File: config.mk
export PLATFORM = sky130hd
export DESIGN_NAME = alu16_nzcv
export DESIGN_NICKNAME = d
export VERILOG_FILES = /design/src/rtl/alu_pkg.sv /design/src/rtl/alu_addsub.sv /design/src/rtl/alu_bitlogic.sv /design/src/rtl/alu_shift1.sv /design/src/rtl/alu_flagreg.sv /design/src/rtl/alu16_nzcv.sv
export SDC_FILE = /design/constraint.sdc
export NUM_CORES = 1
export LEC_CHECK = 0
export ABC_AREA = 1
export BUFFER_PORTS_ARGS = -buffer_cell sky130_fd_sc_hd__buf_2
export CAP_MARGIN = 20
export CORE_AREA = 2 2 77 79
export DETAILED_ROUTE_END_ITERATION = 8
export DIE_AREA = 0 0 79 81
export PLACE_DENSITY = 0.86
export SYNTH_ARGS = -nofsm -noshare
export SYNTH_HDL_FRONTEND = slang
export SYNTH_SLANG_ARGS = --single-unit
File: constraint.sdc
create_clock -name clk_i -period 6.8 [get_ports clk_i]
set_clock_uncertainty 0.15 [all_clocks]
set_input_delay 1.36 -clock clk_i [delete_from_list [all_inputs] [get_ports clk_i]]
set_output_delay 1.36 -clock clk_i [all_outputs]
set_load 0.005 [all_outputs]
File: src/rtl/alu_pkg.sv
`timescale 1ns/1ps
package alu_pkg;

  // Operation codes; the numbering is fixed by the instruction encoding.
  typedef enum logic [3:0] {
    OP_NOP0 = 4'd0,
    OP_ADD  = 4'd1,
    OP_SUB  = 4'd2,
    OP_ADC  = 4'd3,
    OP_SBC  = 4'd4,
    OP_CMP  = 4'd5,
    OP_OR   = 4'd6,
    OP_AND  = 4'd7,
    OP_XOR  = 4'd8,
    OP_SHL  = 4'd9,
    OP_SHRL = 4'd10,
    OP_SHRA = 4'd11,
    OP_TST  = 4'd13
  } alu_op_e;

  typedef enum logic [1:0] {
    LG_OR  = 2'd0,
    LG_AND = 2'd1,
    LG_XOR = 2'd2
  } logic_sel_e;

  typedef enum logic [1:0] {
    SH_LEFT   = 2'd0,
    SH_RLOGIC = 2'd1,
    SH_RARITH = 2'd2
  } shift_sel_e;

  typedef enum logic [1:0] {
    PATH_NONE  = 2'd0,
    PATH_ARITH = 2'd1,
    PATH_LOGIC = 2'd2,
    PATH_SHIFT = 2'd3
  } path_e;

  // Flag layout: [3]=N [2]=Z [1]=C [0]=V
  typedef struct packed {
    logic n;
    logic z;
    logic c;
    logic v;
  } nzcv_t;

endpackage

File: src/rtl/alu_addsub.sv
`timescale 1ns/1ps
module alu_addsub #(
  parameter int W = 16
) (
  input  logic [W-1:0] a_i,
  input  logic [W-1:0] b_i,
  input  logic         sub_i,
  input  logic         cin_i,
  output logic [W-1:0] sum_o,
  output logic         c_o,
  output logic         v_o
);
  localparam int MSB = W - 1;

  logic [W-1:0] b_eff;
  logic [W:0]   total;

  // Subtraction is A + ~B + cin; cin is 1 for plain subtract and ~borrow for the chained form.
  assign b_eff = sub_i ? ~b_i : b_i;
  assign total = {1'b0, a_i} + {1'b0, b_eff} + {{W{1'b0}}, cin_i};
  assign sum_o = total[MSB:0];
  // Carry flag means borrow on subtract, so invert the raw carry there.
  assign c_o   = sub_i ? ~total[W] : total[W];
  assign v_o   = (a_i[MSB] == b_eff[MSB]) && (sum_o[MSB] != a_i[MSB]);
endmodule

File: src/rtl/alu_bitlogic.sv
`timescale 1ns/1ps
module alu_bitlogic
  import alu_pkg::*;
#(
  parameter int W = 16
) (
  input  logic [W-1:0] a_i,
  input  logic [W-1:0] b_i,
  input  logic_sel_e   sel_i,
  output logic [W-1:0] y_o
);
  for (genvar i = 0; i < W; i++) begin : g_bit
    always_comb begin
      unique case (sel_i)
        LG_OR:   y_o[i] = a_i[i] | b_i[i];
        LG_AND:  y_o[i] = a_i[i] & b_i[i];
        LG_XOR:  y_o[i] = a_i[i] ^ b_i[i];
        default: y_o[i] = 1'b0;
      endcase
    end
  end
endmodule

File: src/rtl/alu_shift1.sv
`timescale 1ns/1ps
module alu_shift1
  import alu_pkg::*;
#(
  parameter int W = 16
) (
  input  logic [W-1:0] a_i,
  input  shift_sel_e   sel_i,
  output logic [W-1:0] y_o,
  output logic         out_bit_o
);
  localparam int MSB = W - 1;

  always_comb begin
    unique case (sel_i)
      SH_LEFT: begin
        y_o       = {a_i[MSB-1:0], 1'b0};
        out_bit_o = a_i[MSB];
      end
      SH_RLOGIC: begin
        y_o       = {1'b0, a_i[MSB:1]};
        out_bit_o = a_i[0];
      end
      SH_RARITH: begin
        y_o       = {a_i[MSB], a_i[MSB:1]};
        out_bit_o = a_i[0];
      end
      default: begin
        y_o       = '0;
        out_bit_o = 1'b0;
      end
    endcase
  end
endmodule

File: src/rtl/alu_flagreg.sv
`timescale 1ns/1ps
module alu_flagreg
  import alu_pkg::*;
#(
  parameter logic [3:0] RESET_VAL = 4'b0000
) (
  input  logic  clk_i,
  input  logic  rst_ni,
  input  logic  we_i,
  input  nzcv_t d_i,
  output nzcv_t q_o
);
  always_ff @(posedge clk_i) begin
    if (!rst_ni)   q_o <= nzcv_t'(RESET_VAL);
    else if (we_i) q_o <= d_i;
  end
endmodule

File: src/rtl/alu16_nzcv.sv
`timescale 1ns/1ps
module alu16_nzcv
  import alu_pkg::*;
#(
  parameter int W = 16
) (
  input  logic         clk_i,
  input  logic         rst_ni,
  input  logic [W-1:0] opa_i,
  input  logic [W-1:0] opb_i,
  input  logic [3:0]   op_i,
  input  logic         carry_i,
  input  logic         flag_we_i,
  output logic [W-1:0] result_o,
  output logic         result_we_o,
  output logic [3:0]   nzcv_next_o,
  output logic [3:0]   nzcv_q_o
);
  localparam int MSB = W - 1;

  // Decode
  path_e      path;
  logic       writes;
  logic       is_sub;
  logic       add_cin;
  logic_sel_e lsel;
  shift_sel_e ssel;

  always_comb begin
    path    = PATH_NONE;
    writes  = 1'b0;
    is_sub  = 1'b0;
    add_cin = 1'b0;
    lsel    = LG_OR;
    ssel    = SH_LEFT;
    case (op_i)
      OP_ADD:  begin path = PATH_ARITH; writes = 1'b1; end
      OP_ADC:  begin path = PATH_ARITH; writes = 1'b1; add_cin = carry_i; end
      OP_SUB:  begin path = PATH_ARITH; writes = 1'b1; is_sub = 1'b1; add_cin = 1'b1; end
      OP_SBC:  begin path = PATH_ARITH; writes = 1'b1; is_sub = 1'b1; add_cin = ~carry_i; end
      OP_CMP:  begin path = PATH_ARITH; is_sub = 1'b1; add_cin = 1'b1; end
      OP_OR:   begin path = PATH_LOGIC; writes = 1'b1; lsel = LG_OR; end
      OP_AND:  begin path = PATH_LOGIC; writes = 1'b1; lsel = LG_AND; end
      OP_XOR:  begin path = PATH_LOGIC; writes = 1'b1; lsel = LG_XOR; end
      OP_TST:  begin path = PATH_LOGIC; lsel = LG_AND; end
      OP_SHL:  begin path = PATH_SHIFT; writes = 1'b1; ssel = SH_LEFT; end
      OP_SHRL: begin path = PATH_SHIFT; writes = 1'b1; ssel = SH_RLOGIC; end
      OP_SHRA: begin path = PATH_SHIFT; writes = 1'b1; ssel = SH_RARITH; end
      default: ;
    endcase
  end

  // Datapaths
  logic [W-1:0] arith_y, logic_y, shift_y;
  logic         arith_c, arith_v, shift_c;

  alu_addsub #(.W(W)) u_addsub (
    .a_i   (opa_i),
    .b_i   (opb_i),
    .sub_i (is_sub),
    .cin_i (add_cin),
    .sum_o (arith_y),
    .c_o   (arith_c),
    .v_o   (arith_v)
  );

  alu_bitlogic #(.W(W)) u_logic (
    .a_i   (opa_i),
    .b_i   (opb_i),
    .sel_i (lsel),
    .y_o   (logic_y)
  );

  alu_shift1 #(.W(W)) u_shift (
    .a_i       (opa_i),
    .sel_i     (ssel),
    .y_o       (shift_y),
    .out_bit_o (shift_c)
  );

  // Result select and flag formation
  nzcv_t flags_q, flags_d;
  logic [W-1:0] y;

  always_comb begin
    y       = '0;
    flags_d = flags_q;
    unique case (path)
      PATH_ARITH: begin
        y         = arith_y;
        flags_d.c = arith_c;
        flags_d.v = arith_v;
      end
      PATH_LOGIC: begin
        y         = logic_y;
        flags_d.c = carry_i;
        flags_d.v = 1'b0;
      end
      PATH_SHIFT: begin
        y         = shift_y;
        flags_d.c = shift_c;
        flags_d.v = shift_y[MSB] ^ shift_c;
      end
      default: ;
    endcase
    if (path != PATH_NONE) begin
      flags_d.n = y[MSB];
      flags_d.z = (y == '0);
    end
  end

  alu_flagreg u_flags (
    .clk_i  (clk_i),
    .rst_ni (rst_ni),
    .we_i   (flag_we_i && (path != PATH_NONE)),
    .d_i    (flags_d),
    .q_o    (flags_q)
  );

  assign result_o    = y;
  assign result_we_o = writes;
  assign nzcv_next_o = flags_d;
  assign nzcv_q_o    = flags_q;
endmodule

==> results of run 1 <==
[placed cells by master, fill, tap and decap left out, types with 2 or more instances in the layout]
master / Yosys / routed
nand2_1: 170 / 170
inv_1: 108 / 108
nor2_1: 80 / 80
buf_2: 3 / 64
ha_1: 53 / 53
nand3_1: 32 / 32
xor2_1: 18 / 18
a21oi_1: 17 / 17
o21ai_0: 12 / 12
o22ai_1: 11 / 11
nand3b_1: 9 / 9
inv_2: 6 / 6
nand2_2: 6 / 6
o21ai_1: 5 / 5
dfxtp_1: 4 / 4
nor2_4: 3 / 3
a22oi_1: 3 / 3
nor2_2: 3 / 3
o21a_1: 3 / 3
clkbuf_8: 0 / 3
nand2_4: 2 / 2
o211ai_1: 2 / 2
a21oi_2: 2 / 2
xnor2_1: 2 / 2
clkinv_1: 2 / 2
o21ai_2: 2 / 2
nand4_1: 2 / 2
fa_1: 2 / 2
buf_4: 2 / 2
[critical path: cells and delay by family]
family                   cells  cell delay [ps]
buffers and inverters        4              520
AND/OR/NAND/NOR             17             1550
AO/OA/AOI/OAI                1              140
XOR/XNOR                     1              160
adder cells (fa/ha/maj)      2              890
[cells in the mapped netlist, types with 2 or more instances]
| library cell | instances | area (sq um) |
|---|---|---|
| nor2_4 | 3 | 33.8 |
| dfxtp_1 | 4 | 80.1 |
| o21ai_1 | 5 | 25.0 |
| inv_1 | 108 | 405 |
| buf_4 | 2 | 15.0 |
| clkinv_1 | 2 | 7.51 |
| nor2_1 | 80 | 300 |
| buf_2 | 3 | 15.0 |
| nand4_1 | 2 | 12.5 |
| ha_1 | 53 | 663 |
| o22ai_1 | 11 | 68.8 |
| xor2_1 | 18 | 158 |
| o21a_1 | 3 | 22.5 |
| a22oi_1 | 3 | 22.5 |
| nand3_1 | 32 | 160 |
| nor2_2 | 3 | 18.8 |
| fa_1 | 2 | 40.0 |
| nand3b_1 | 9 | 67.6 |
| nand2_2 | 6 | 37.5 |
| a21oi_1 | 17 | 85.1 |
| inv_2 | 6 | 22.5 |
| a21oi_2 | 2 | 17.5 |
| nand2_1 | 170 | 638 |
| o21ai_0 | 12 | 60.1 |
| buf_6 | 2 | 22.5 |
| o21ai_2 | 2 | 17.5 |
| nand2_4 | 2 | 22.5 |
| o211ai_1 | 2 | 15.0 |
| xnor2_1 | 2 | 17.5 |
[final timing paths]
path | depth (start not counted) | slack, ps | from | endpoint
setup / recovery | 25 | 660 | op_i[2] | nzcv_next_o[2]
hold / removal | 2 | 430 | u_flags.q_o[2] | u_flags.q_o[2]
setup reg to reg | 6 | 5830 | u_flags.q_o[3] | u_flags.q_o[3]
hold reg to reg | 2 | 430 | u_flags.q_o[2] | u_flags.q_o[2]
[area by class of cell]
type | count | share of cell area [%]
Tap cell | 75 | 2.64
Multi-Input combinational cell | 446 | 72.2
Inverter | 116 | 12.3
Sequential cell | 4 | 2.26
Clock buffer | 3 | 1.16
Timing Repair Buffer | 66 | 9.45
[cells by family after synthesis]
family / count (synthesis) / synth area share [%]
adder cells (fa/ha/maj): 55 / 22.4
flip-flops: 4 / 2.55
AND/OR/NAND/NOR: 310 / 42.1
buffers and inverters: 124 / 15.7
XOR/XNOR: 20 / 5.59
AO/OA/AOI/OAI: 61 / 11.7
[routing by layer]
metal	vias to the layer above	track usage (%)	wire length (um)
met1	1749	38.0	4200
met3	18	1.89	524
li1	1897	-	-
met5	-	0	0
met2	130	50.8	4570
met4	0	8.28	187
[report_power, final]
part | leakage [nW] | switching [mW] | internal, mW
clock network | 0.0216 | 0.0132 | 0.0378
logic | 2.18 | 0.225 | 0.132
registers | 0.0329 | 0.00154 | 0.0261
total | 2.24 | 0.240 | 0.196
[per-stage QoR]
step | util (%) | cells
floorplan | - | 574
global placement | 61.8 | 707
detailed placement | 61.8 | 707
CTS | 62.5 | 710
global route | 62.5 | 710
finish | 62.5 | 710
==> out/qor.yml, run 1 <==
pwr:
  leakagePower_nw: 2.24
  power.total_mw: 0.436
  ir_drop_mv: 0.0880
  power.density_mw_per_mm2: 123
sta:
  period_share_pct: 90.3
  setup_slack_ps: 659
  drv_slew: 0
  timing.final.crit_period_ps: 6140
  hold_violations: 0
  rsz0062_at_grt: "no"
  fmax_mhz: 163
  setup_viol: 0
  worst_pin_slew_ps: 554
  tns_ps: 0
  slew_headroom_pct: 62.6
  hold_slack_ps: 429
clock_network:
  clock-root-buffer: "clkbuf_8"
  cts_resized: 0
  post-cts-setup-buffer-count: 0
  cts-buffers-inserted: 3
  clk_pin_slew_ps: 30
  cts.path.max_buffers: 2
  insertion_delay_ps: 220
  htreeDepth: 1
  cts.sinks: 4
  postCtsHoldBufs: 0
  cts_tree: "done"
route:
  drc_errors: 0
  vias: 3794
  wl_um: 9490
  wl_per_cell_um: 13.4
  firstDrtPassIters: 5
  vias_per_cell: 5.34
  drtAntennaViolNets: 0
  first_iter_violations: 233
logic_synthesis:
  synth-seq-area-share_pct: 2.55
  ys_async_sr_fraction_pct: 0
  synth_nets: 669
  synth_edf_count: 0
  syn-cell-area_sq_mm: 0.00314
  ys.flop_type: "dfxtp_1"
  syn_area_per_cell_sq_um: 5.46
  synth_cells: 574
  ys_warn_count: 0
  synth.distinct_cells: 37
  synth_seq_cells: 4
worst_setup_path:
  slowest_delay_ps: 450
  required_ps: 5290
  critPathArrivalTime_ps: 4630
  slowest_stage: "fa_1"
  worstSetupPathType: "in2out"
  crit_fanout: 9
  start_kind: "input port"
  worstSetupEndpointType: "primary output"
placement:
  dpl_cell_area_sq_mm: 0.00351
  dp_hpwl_um: 7610
  detailedPlace.worstSlack_ps: 699
  place_congestion: 0.922
  port-buffer-count: 64
run_status:
  status: "finished, final reports clean"
flow_run:
  maxCapViolations: 0
final_layout:
  drive_above_1_share_pct: 14.8
  diodes: 0
  largest_register_ffs: 4
  design_area_sq_mm: 0.00355
  biggestRegsByFlops: "u_flags.q_o: 4 flops"
  top_register: "u_flags.q_o"
  layout.nets: 732
  multiInputGateArea_sq_mm: 0.00256
  fillers: 571
  syn_to_final_growth_pct: 13.2
  regArea_sq_um: 80.1
global_routing:
  grt_pass1_wl_um: 14900
  grt_pass1_vias: 3288
  grt_max_degree: 17
  grt_usage_pct: 28.8
  grt-ovfl-total: 0
  antenna_found_initial: 0
floorplan:
  initial_core_util_pct: 55.2
  die_area_sq_mm: 0.00640
  core-area_sq_mm: 0.00568
  die_y_um: 81
  row_count: 28
  die_w_um: 79
  io_pins: 65
worst_hold_path:
  hold_path_class: "reg2reg"
No activity file was read; power rests on OpenSTA's default activity.
==> run 2, diff against run 1 <==
RECOVER_POWER = 100   (was unset)
==> run 2 against run 1 <==
Against the previous run:
- setup slack worse by 150 ps
- critical path depth down 1
- non-clock buffer count unchanged
- utilization down 0.44 points
- count of clock-buffer cells in the layout unchanged
- sequential power about the same
- flip-flop and latch count unchanged
- first-iteration DRC count up 10%
- highest routed layer unchanged
- critical endpoint unchanged
- via count about the same
- cell area down 0.70%
- final cell count unchanged
- clock power about the same
==> out/qor.yml, run 2 (synthesis results as in run 1) <==
sta:
  period_share_pct: 92.4
  slew_headroom_pct: 63.0
  setup_slack_ps: 514
  rsz0062_at_grt: "no"
  setup_viol: 0
  drv_slew: 0
  worst_pin_slew_ps: 548
  hold_slack_ps: 434
  fmax_mhz: 159
  hold_violations: 0
  timing.final.crit_period_ps: 6290
  tns_ps: 0
clock_network:
  cts_tree: "done"
  htreeDepth: 1
  cts.sinks: 4
  cts_resized: 0
  cts-buffers-inserted: 3
  insertion_delay_ps: 220
  post-cts-setup-buffer-count: 0
  clk_pin_slew_ps: 30
  cts.path.max_buffers: 2
  clock-root-buffer: "clkbuf_8"
  postCtsHoldBufs: 0
final_layout:
  mostFrequentLayoutCells: "nand2_1, inv_1, nor2_1, ha_1, buf_2"
  top_register: "u_flags.q_o"
  finish.utilization_pct: 62.1
  diodes: 0
  drive_above_1_share_pct: 11.8
  final_common_cell: "nand2_1"
  biggestRegsByFlops: "u_flags.q_o: 4 flops"
  design_area_sq_mm: 0.00352
  syn_to_final_growth_pct: 12.4
  fillers: 583
  largest_register_ffs: 4
  layout.nets: 732
  layout.cells.non_filler: 710
worst_setup_path:
  required_ps: 5290
  start_kind: "input port"
  timing.critical_path.buf_inv: 6
  path_cells: "clkbuf_1 > inv_1 > nor2_1 > nand2_1 > inv_1 > nor2_1 > o21a_1 > buf_4 > xor2_1 > inv_1 > fa_1 > fa_1 > nand3_1 > nand3_1 > xnor2_1 > nor2_1 > nor2_1 > nand2_1 > nor2_1 > nand2_1 > nor2_1 > nand2_1 > nand2_1 > clkbuf_1"
  slowest_delay_ps: 450
  worstSetupEndpointType: "primary output"
  slowest_stage: "fa_1"
  crit_family: "simple AND/OR/NAND/NOR gates"
  critPathArrivalTime_ps: 4780
  worstSetupPathType: "in2out"
  crit_path_frequent_cell: "nor2_1"
  crit_fanout: 9
route:
  first_iter_violations: 257
  wl_um: 9510
  drc_errors: 0
  wl_per_cell_um: 13.4
  vias: 3796
  drtAntennaViolNets: 0
  vias_per_cell: 5.35
  firstDrtPassIters: 6
global_routing:
  grt-ovfl-total: 0
  antenna_found_initial: 0
  grt_max_degree: 17
  grt_usage_pct: 28.8
  grt_pass1_vias: 3288
  grt_pass1_wl_um: 14900
floorplan:
  io_pins: 65
  die_y_um: 81
  initial_core_util_pct: 55.2
  core-area_sq_mm: 0.00568
  row_count: 28
  die_w_um: 79
  die_area_sq_mm: 0.00640
pwr:
  power.density_mw_per_mm2: 122
  power.total_mw: 0.432
  leakagePower_nw: 2.18
  ir_drop_mv: 0.0863
placement:
  dpl_cell_area_sq_mm: 0.00351
  place_congestion: 0.922
  detailedPlace.worstSlack_ps: 699
  port-buffer-count: 64
  dp_hpwl_um: 7610
  place_inst: 707
worst_hold_path:
  hold_path_class: "reg2reg"
run_status:
  status: "finished, final reports clean"
flow_run:
  maxCapViolations: 0
==> run 2: final cells by class <==
class,instances,area (sq um),area share (%)
inverters,116,435,12.4
clock buffers,3,41.3,1.17
well taps,75,93.8,2.66
repair buffers,66,315,8.95
flip-flops and latches,4,80.1,2.27
multi-input cells,446,2560,72.6
==> run 2: power by group <==
group          total [mW]  switching (mW)  internal [mW]  leakage, nW
combinational       0.353           0.226          0.127         2.13
clock              0.0510          0.0132         0.0378       0.0216
sequential         0.0277         0.00159         0.0261       0.0329
==> run 2: worst register-to-register path, cell delays in order, from the launching register on <==
cell and delay, ps:
dfxtp_1 310, inv_1 60, o21ai_2 140, nand2_1 60, o21ai_0 80, nand2_1 70, inv_1 50
==> run 2: metal layers <==
layer / GRT usage (%) / vias up / share of wire [%]
met2: 50.8 / 136 / 48
met5: 0 / - / 0
met1: 38.0 / 1747 / 44
li1: - / 1895 / -
met4: 8.28 / 0 / 1.9
met3: 1.89 / 18 / 5.9
==> run 2: path summary, 6_finish.rpt <==
path | start | end | slack, ps | depth (start not counted)
hold reg to reg | u_flags.q_o[2] | u_flags.q_o[2] | 430 | 2
setup / recovery | op_i[0] | nzcv_next_o[2] | 510 | 24
setup reg to reg | u_flags.q_o[3] | u_flags.q_o[3] | 5830 | 6
hold / removal | u_flags.q_o[2] | u_flags.q_o[2] | 430 | 2
==> run 3, diff against run 2 <==
--- a/config.mk
+++ b/config.mk
@@ -9,10 +9,11 @@
 export BUFFER_PORTS_ARGS = -buffer_cell sky130_fd_sc_hd__buf_2
 export CAP_MARGIN = 20
-export CORE_AREA = 2 2 77 79
+export CORE_AREA = 2 2 81 83
 export DETAILED_ROUTE_END_ITERATION = 8
-export DIE_AREA = 0 0 79 81
+export DIE_AREA = 0 0 83 85
 export PLACE_DENSITY = 0.86
 export RECOVER_POWER = 100
 export SYNTH_ARGS = -nofsm -noshare
 export SYNTH_HDL_FRONTEND = slang
+export SYNTH_HIERARCHICAL = 1
 export SYNTH_SLANG_ARGS = --single-unit
==> constraint.sdc (replaced) <==
create_clock -name clk_i -period 6.8 [get_ports clk_i]
set_clock_uncertainty 0.15 [all_clocks]
set_input_delay 0.68 -clock clk_i [delete_from_list [all_inputs] [get_ports clk_i]]
set_output_delay 0.68 -clock clk_i [all_outputs]
set_load 0.005 [all_outputs]
==> run 3 against run 2 <==
Against the previous run:
- critical path depth is 3 lower
- setup slack better by 1000 ps
- count of clock-buffer cells in the layout stayed put
- clock power is 1% lower
- utilization is 0.36 points lower
- highest routed layer unchanged
- hold slack worse by 95 ps
- power is 0.76% higher
- cell area is 8.7% higher
==> out/qor.yml, run 3 <==
run_status:
  status: "finished, final reports clean"
logic_synthesis:
  ys_warn_count: 6
  synth.distinct_cells: 31
  syn_area_per_cell_sq_um: 5.47
  synth_nets: 741
  synth_seq_cells: 4
  synth_edf_count: 0
  synth_top_area_share_pct: 21.1
  yosysTopAreaCell: "nand2_1"
  yosys-top-cells-count: "nand2_1, inv_1, nand3_1"
  syn-cell-area_sq_mm: 0.00354
  ys.flop_type: "dfxtp_1"
  synth.top_cells.by_area: "nand2_1, ha_1, nand3_1"
  synth.most_common_cell: "nand2_1"
  ys_async_sr_fraction_pct: 0
  synth_cells: 648
  synth-seq-area-share_pct: 2.26
final_layout:
  final_common_cell: "nand2_1"
  biggestRegsByFlops: "u_flags/q_o: 4 flops"
  layout.nets: 795
  diodes: 0
  drive_above_1_share_pct: 13.4
  mostFrequentLayoutCells: "nand2_1, inv_1, nand3_1, buf_2, ha_1"
  largest_register_ffs: 4
  top_register: "u_flags/q_o"
  syn_to_final_growth_pct: 8.16
  layout.cells.non_filler: 777
clock_network:
  cts_tree: "done"
  clk_pin_slew_ps: 30
  postCtsHoldBufs: 0
  cts.sinks: 4
  insertion_delay_ps: 220
  clock-root-buffer: "clkbuf_8"
  htreeDepth: 1
  cts_resized: 0
  cts.path.max_buffers: 2
  post-cts-setup-buffer-count: 0
  cts-buffers-inserted: 3
sta:
  fmax_mhz: 190
  slew_headroom_pct: 45.1
  period_share_pct: 77.3
  worst_pin_slew_ps: 823
  hold_slack_ps: 338
  rsz0062_at_grt: "no"
  tns_ps: 0
  timing.final.crit_period_ps: 5260
  hold_violations: 0
  setup_viol: 0
  drv_slew: 0
floorplan:
  row_count: 29
  die_y_um: 85
  core-area_sq_mm: 0.00620
  die_area_sq_mm: 0.00706
  io_pins: 65
  die_w_um: 83
  initial_core_util_pct: 57.1
worst_setup_path:
  required_ps: 5970
  slowest_delay_ps: 530
  crit_path_frequent_cell: "nand2_1"
  start_kind: "input port"
  path_cells: "clkbuf_1 > inv_1 > nor2_1 > inv_1 > o21ai_2 > clkbuf_1 > clkbuf_1 > xor2_1 > ha_1 > nand2_1 > o21ai_0 > nand3_1 > nand4_1 > nand2_1 > a21boi_0 > o21ai_0 > nand2_1 > nor2_1 > nand3_1 > nand2_1 > buf_2"
  worstSetupPathType: "in2out"
  crit_fanout: 11
  worstSetupEndpointType: "primary output"
  slowest_stage: "o21ai_2"
  critPathArrivalTime_ps: 4430
route:
  drc_errors: 0
  wl_per_cell_um: 13.4
  first_iter_violations: 350
  vias: 4183
  firstDrtPassIters: 5
  wl_um: 10400
  vias_per_cell: 5.38
  drtAntennaViolNets: 0
global_routing:
  grt_usage_pct: 28.9
  grt_max_degree: 19
  antenna_found_initial: 0
  grt_pass1_vias: 3793
  grt_pass1_wl_um: 17200
  grt-ovfl-total: 0
placement:
  place_inst: 774
  port-buffer-count: 64
  place_congestion: 1.03
  dp_hpwl_um: 8510
pwr:
  combPwrFrac_pct: 82.0
  p_seq_share_pct: 6.4
  power.density_mw_per_mm2: 114
  switching_share_pct: 55.3
  ir_drop_mv: 0.119
  clkPwrFrac_pct: 11.6
  p_switching_mw: 0.241
  p_int_mw: 0.194
  leakagePower_nw: 2.44
worst_hold_path:
  hold_path_class: "reg2reg"
flow_run:
  maxCapViolations: 0
-- run 3: kinds of logic (layout without fill, tap and decap cells) --
group | after synthesis | count (layout) | synth area share (%)
and+or+nand+nor | 365 | 365 | 45.4
buffers and inverters | 148 | 200 | 18.8
adders and majority gates | 53 | 53 | 19.1
AOI/OAI and AO/OA | 53 | 53 | 8.23
xor gates and xnor gates | 25 | 25 | 6.18
DFF | 4 | 4 | 2.26
-- run 3: layout make-up --
| type | count | area (sq um) |
|---|---|---|
| Timing Repair Buffer | 68 | 337 |
| Fill cell | 632 | 2370 |
| Sequential cell | 4 | 80.1 |
| Clock buffer | 3 | 41.3 |
| Tap cell | 77 | 96.3 |
| Inverter | 129 | 484 |
| Multi-Input combinational cell | 496 | 2790 |
-- run 3: power groups by stage --
stage	Sequential (mW)	Combinational, mW	Clock (mW)
after floorplan	0.0279	0.253	0
after global placement	0.0278	0.347	0
after detailed placement	0.0279	0.353	0
after CTS	0.0277	0.355	0.0508
after global routing	0.0280	0.402	0.0525
final	0.0277	0.357	0.0505
-- run 3: layer usage --
metal | GRT usage (%) | vias to the layer above | share of wire (%)
li1 | - | 2109 | -
met1 | 40.2 | 1864 | 45
met2 | 48.3 | 196 | 45
met3 | 1.56 | 14 | 8.0
met4 | 8.94 | 0 | 2.0
met5 | 0 | - | 0
-- run 3: final timing paths --
kind	from	to	slack [ps]	cells past startpoint
max	op_i[1]	nzcv_next_o[2]	1540	21
min	u_flags/q_o[0]	u_flags/q_o[0]	340	2
max reg2reg	u_flags/q_o[0]	u_flags/q_o[0]	5760	6
min reg2reg	u_flags/q_o[0]	u_flags/q_o[0]	340	2
-- run 3: critical path, delay by kind of cell --
kind / cells / cell delay [ps]
buffers and inverters: 6 / 1100
xor gates and xnor gates: 1 / 160
and+or+nand+nor: 9 / 910
adders and majority gates: 1 / 320
AOI/OAI and AO/OA: 4 / 1260
-- run 3: through the flow --
| stage | total power [mW] | util, % | instance area (sq um) | setup slack, ps |
|---|---|---|---|---|
| detailed placement | 0.381 | 61.4 | 3810 | 1800 |
| CTS | 0.433 | 62.1 | 3850 | 1800 |
| finish | 0.435 | 61.7 | 3830 | 1540 |
| floorplan | 0.281 | - | 3540 | 2440 |
| global route | 0.483 | 61.7 | 3830 | 1050 |
| global placement | 0.375 | 61.4 | 3810 | 1920 |
